==> config.mk <==
export PLATFORM = sky130hd
export DESIGN_NAME = rdchk_fifo
export DESIGN_NICKNAME = d
export VERILOG_FILES = /design/src/rtl/rdchk_fifo.sv
export SDC_FILE = /design/constraint.sdc
export NUM_CORES = 1
export LEC_CHECK = 0
export ABC_AREA = 0
export BUFFER_PORTS_ARGS = -buffer_cell sky130_fd_sc_hd__buf_2
export CORE_MARGIN = 5
export CORE_UTILIZATION = 55
export CTS_BUF_LIST = sky130_fd_sc_hd__clkbuf_8
export CTS_CLUSTER_SIZE = 20
export DETAILED_ROUTE_END_ITERATION = 7
export PLACE_DENSITY = 0.74
export REMOVE_ABC_BUFFERS = 1
export SLEW_MARGIN = 20
export SYNTH_ARGS = -nofsm -noshare
export SYNTH_HDL_FRONTEND = slang
export SYNTH_SLANG_ARGS = --single-unit
==> constraint.sdc <==
create_clock -name clk_i -period 7.4 [get_ports clk_i]
set_input_delay 0.74 -clock clk_i [delete_from_list [all_inputs] [get_ports clk_i]]
set_output_delay 0.74 -clock clk_i [all_outputs]
set_load 0.01 [all_outputs]
==> src/rtl/rdchk_fifo.sv <==
module rdchk_fifo #(
  parameter int DATA_W = 32,
  parameter int DEPTH  = 8,
  localparam int PTR_W = (DEPTH > 1) ? $clog2(DEPTH) : 1,
  localparam int OCC_W = $clog2(DEPTH + 1)
) (
  input  logic              clk_i,
  input  logic              rst_ni,
  input  logic              push_i,
  input  logic [DATA_W-1:0] data_i,
  input  logic              pop_i,
  output logic [DATA_W-1:0] head_o,
  output logic [OCC_W-1:0]  count_o,
  output logic              empty_o,
  output logic              push_ok_o
);
  logic [DATA_W-1:0] mem_q [DEPTH];
  logic [PTR_W-1:0]  wr_q, rd_q;
  logic              full, do_pop;

  assign full      = (count_o == OCC_W'(DEPTH));
  assign empty_o   = (count_o == '0);
  assign do_pop    = pop_i & ~empty_o;
  assign push_ok_o = push_i & (~full | do_pop);
  assign head_o    = mem_q[rd_q];

  function automatic logic [PTR_W-1:0] nxt(input logic [PTR_W-1:0] p);
    return (p == PTR_W'(DEPTH - 1)) ? '0 : p + 1'b1;
  endfunction

  always_ff @(posedge clk_i or negedge rst_ni) begin
    if (!rst_ni) begin
      wr_q    <= '0;
      rd_q    <= '0;
      count_o <= '0;
    end else begin
      if (push_ok_o) wr_q <= nxt(wr_q);
      if (do_pop)    rd_q <= nxt(rd_q);
      case ({push_ok_o, do_pop})
        2'b10:   count_o <= count_o + 1'b1;
        2'b01:   count_o <= count_o - 1'b1;
        default: count_o <= count_o;
      endcase
    end
  end

  // storage without reset; only read when count is nonzero
  always_ff @(posedge clk_i) begin
    if (push_ok_o) mem_q[wr_q] <= data_i;
  end
endmodule

======== Word-level counts from Yosys, hierarchy flattened ========
Memory sizes are Yosys's and may differ from the RTL's.
Cells that the tools add are included.
storage, ports and cells
  register bits ........................... 10
  RAM bits ................................ 256
  input port bits ......................... 36
  output and inout port bits .............. 38
  memories ................................ 1
memories
  name   words  width  rd ports  clocked after memory_dff  write ports  line  RTL
  mem_q  8      32     1         0                         1            17    logic [DATA_W-1:0] mem_q [DEPTH];
cells by class
  $add $sub $neg .......................... 4
  equality and inequality tests ........... 5
  muxes and demuxes ....................... 5
  bitwise gates (word level) .............. 5
  reductions and logical operators ........ 2
operator list
  operator                                             count
  one-hot mux 4 bit (2 select lines)                   1
  adder 3 x 1 -> 3 bit, second input constant          2
  equality test 3 bit, second input constant           2
  two-way mux 3 bit                                    2
  adder 4 x 1 -> 4 bit, second input constant          1
  equality test 4 bit, second input constant           1
  zero test 4 bit                                      1
  subtractor 4 x 1 -> 4 bit, second input constant     1
  AND 1 bit                                            2
  equality test 2 x 1 -> 1 bit, second input constant  1
  equality test 2 bit, second input constant           1
  two-way mux 1 bit                                    2
  inverter 1 bit                                       2
  nonzero test 2 bit                                   1
  OR 1 bit                                             1

======== Logic depth before layout (Yosys ltp) ========
  depth in word-level cells ............... 7
  gate-level depth with buffers ........... 10

======== Least setup slack after synthesis ========
Ideal clock, no wire load.
  path kind ............................... input-to-reg
  from .................................... input pop_i
  to ...................................... memory mem_q[0][0] (enable)
  data arrival time ....................... 3.368 ns
  required time ........................... 6.939 ns
  path slack .............................. 3.571 ns
  cell stages on the path ................. 5
  buffers on the path ..................... 0
  cells stage by stage .................... nand2b_1 o21ai_2 inv_2 nand2b_1 nor3_1
on the way
  word-level cells in the longest chain between the ends .. 5
ends and longest elaborated chain
  element                                  line  RTL
  start: declaration                       11    input logic pop_i,
  AND 1 bit                                23    assign do_pop = pop_i & ~empty_o;
  OR 1 bit                                 24    assign push_ok_o = push_i & (~full | do_pop);
  AND 1 bit                                24
  named net push_ok_o                      15    output logic push_ok_o
  two-way mux 1 bit                        49    if (push_ok_o) mem_q[wr_q] <= data_i;
  two-way mux 1 bit (not written as such)  49
  end: declaration                         17
The timed path passes the listed nets, and every way through them passes these cells.

======== Final worst setup path ========
  from .................................... register rd_q[0]
  to ...................................... output head_o[11]
on the way
  word-level cells in the longest chain between the ends .. 1
ends and longest elaborated chain
  element                   line  RTL
  start: declaration        18    logic [PTR_W-1:0] wr_q, rd_q;
  start signal: assignment  38    if (do_pop) rd_q <= nxt(rd_q);
  memory (8 x 32 bit)       n/a
  end: declaration          12    output logic [DATA_W-1:0] head_o,
No other way between the ends.

==> flow_summary.ini <==
[die]
fp.dieW_um = 146.8
io_pins = 74
fp-row-count = 50
die_h_um = 146.8
start_util_pct = 55.37
die_area_um2 = 21540
core-area_um2 = 18580

[detailed_routing]
drc = 0
antenna_left = 0
drtIter0Drc = 335
via_per_inst = 5.681
vias = 4653
wl_um = 18350
firstDrtPassIters = 4
wire_per_inst_um = 22.40

[sta]
skew_ps = 10.02
period_minus_slack_ps = 3597
hold_viol = 0
worst_pin_slew_ps = 987.3
fmax_ghz = 0.2780
relSlewSlack_pct = 34.18
grt_setup_unrepaired = false
slew_violations = 0
setup_viol = 0
post-route-period-util_pct = 48.61
finalSetupTns_ps = 0
hold_ws_ps = 68.08

[run_status]
status = completed

[synth]
synth_top_area_share_pct = 74.73
synth_area_leaders = edfxtp_1 (75%), mux4_2 (14%), mux2_2 (3.8%)
syn_area_per_cell_um2 = 23.38
yosysSeqAreaShare_pct = 77.16
yosys_warnings = 0
postSynthCellCount = 440
synthesis.area_um2 = 10290
synth_top_area_cell = edfxtp_1
ys_ff_latch = 266
yosys.cell_types.count = 32

[power_and_ir_drop]
ir_worst_vdd_mv = 0.2120
p_per_area_nw_per_um2 = 381.4
total_leakage_power_uw = 0.003963

[global_route]
grt.overflow.total = 0
first_global_vias = 5164
grt_max_degree = 67
track_usage_pct = 17.72
grt_pass1_wl_um = 28980
antenna_found_initial = 1

[cts]
postCtsSetupBuffers = 0
insertion_delay_ps = 530
ctsRootBufferMaster = clkbuf_8
cts_resized = 0
clk_pin_slew_worst_paths_ps = 60
clock_sinks = 266
hold_buffers = 0
cts_buffer_depth = 3
h-tree-depth = 2
cts_tree = done
cts_buffers = 43

[setup_path]
max_stage_delay_ps = 640
cp.required_ps = 6660
crit_path_start_kind = flip-flop
path_cells = buf_6 > mux4_2 > mux2_2 > buf_2
crit_arrival_ps = 2860
setup.worst_path.end_class = output port
cp_slowest_cell = dfrtp_4
critPathMaxFanout = 50
worstSetupPathType = reg2out

[placement]
place_area_um2 = 10970
io_buffers = 73
place_congestion = 0.7368
dp_hpwl_um = 10240

[layout]
post-route-util_pct = 63.61
finalInstanceArea_um2 = 11820
antenna_cells = 0
area_growth_pct = 14.89
nNetsFinal = 593
drive_gt1_share_pct = 44.44
fillers = 1247

[flow_run]
maxCapViolations = 0

[hold_path]
hp-class = in2async
-- sequential cells by signal, summed over array words and instances (netlist names) --
register  flops
rd_q          3
wr_q          3
mem_q       256
count_o       4
-- metal layers --
metal	share of wire [%]	up-vias	wire length (µm)	global-route usage, %
li1	-	2074	-	-
met5	0.038	-	7	0
met4	1.4	2	261	4.986
met2	50	157	9264	29.62
met1	41	2394	7454	23.60
met3	7.4	26	1361	4.349
-- synthesized netlist by cell type, drive strengths merged --
library cell  instances
mux2                 36
fa                    1
o22ai                 1
ha                    6
buf                  12
mux2i                 2
or3                   2
edfxtp              256
mux4                 64
xor2                  1
a211o                 1
clkbuf                7
inv                   4
nand2b                5
nand3                 1
nor2                  7
a31oi                 1
a21oi                 1
nand3b                2
nand2                 8
or2                   2
a21o                  1
dfrtp                10
o21ai                 4
nor3                  3
xnor2                 2
-- per-stage QoR --
stage          power (µW)  cells  setup WS, ps
6_report             4508    819          3803
2_1_floorplan        2944    421          3110
5_1_grt              4754    819          3584
3_3_place_gp         3327    739          4053
4_1_cts              4587    819          3439
3_5_place_dp         3375    739          4014
-- critical path: cells and delay by family (launching register included) --
kind / cells / cell delay, ps
buffers and inverters: 2 / 770
muxes: 2 / 900
DFF: 1 / 640
-- layout by cell type, fill, tap and decap left out, types with 2 or more instances in the layout --
cell type     n
nor3_2        2
inv_1         9
clkinv_1     15
nand2_1       8
clkinv_2      7
ha_1          6
mux4_2       64
nand3b_1      2
dfrtp_1       7
clkbuf_8     43
dfrtp_2       2
edfxtp_1    256
nand2b_1      5
or2_2         2
mux2_2       35
nor2_4        6
o21ai_2       2
buf_4        10
mux2i_1       2
xnor2_1       2
buf_2        73
or3_1         2
bufinv_16     3
clkinvlp_4    5
-- final timing paths --
kind | start | end | slack [ps] | cells after the start
min in group clk_i | data_i[5] | mem_q[2][5]$_DFFE_PP_ | 480 | 1
max in group asynchronous | rst_ni | rd_q[0]$_DFFE_PN0N_ | 7100 | 1
worst max register to register | count_o[1]$_DFFE_PN0P_ | count_o[3]$_DFFE_PN0P_ | 4700 | 9
worst min register to register | count_o[2]$_DFFE_PN0P_ | count_o[2]$_DFFE_PN0P_ | 550 | 1
worst min-delay path | rst_ni | wr_q[0]$_DFFE_PN0P_ | 70 | 1
worst max-delay path | rd_q[0]$_DFFE_PN0N_ | head_o[11] | 3800 | 4
-- report_power, final --
group,total [µW],leakage [µW],internal [µW],switching [µW]
sequential,2000,0.00244,1870,133
clock,1200,0.000439,656,549
combinational,1300,0.00108,671,628
-- cells by family (layout without fill, tap and decap cells) --
| logic type | Yosys count | count (layout) | share of synthesized area, % |
|---|---|---|---|
| buffers and inverters | 23 | 168 | 1.277 |
| adder cells (fa/ha/maj) | 7 | 7 | 0.9243 |
| flip-flops | 266 | 266 | 77.16 |
| multiplexers | 102 | 102 | 18.15 |
| AO/OA/AOI/OAI | 9 | 9 | 0.8026 |
| XOR/XNOR | 3 | 3 | 0.2555 |
| AND/OR/NAND/NOR | 30 | 30 | 1.435 |
-- area by class of cell --
class	instances	area [µm²]	share of cell area [%]
repair buffers	84	451.7	3.822
multi-input cells	151	2273	19.24
clock buffers	43	591.8	5.007
well taps	234	292.8	2.477
clock inverters	37	250.2	2.117
flip-flops and latches	266	7944	67.21
inverters	4	15.01	0.1270
Power figures use the tool's default switching activity.
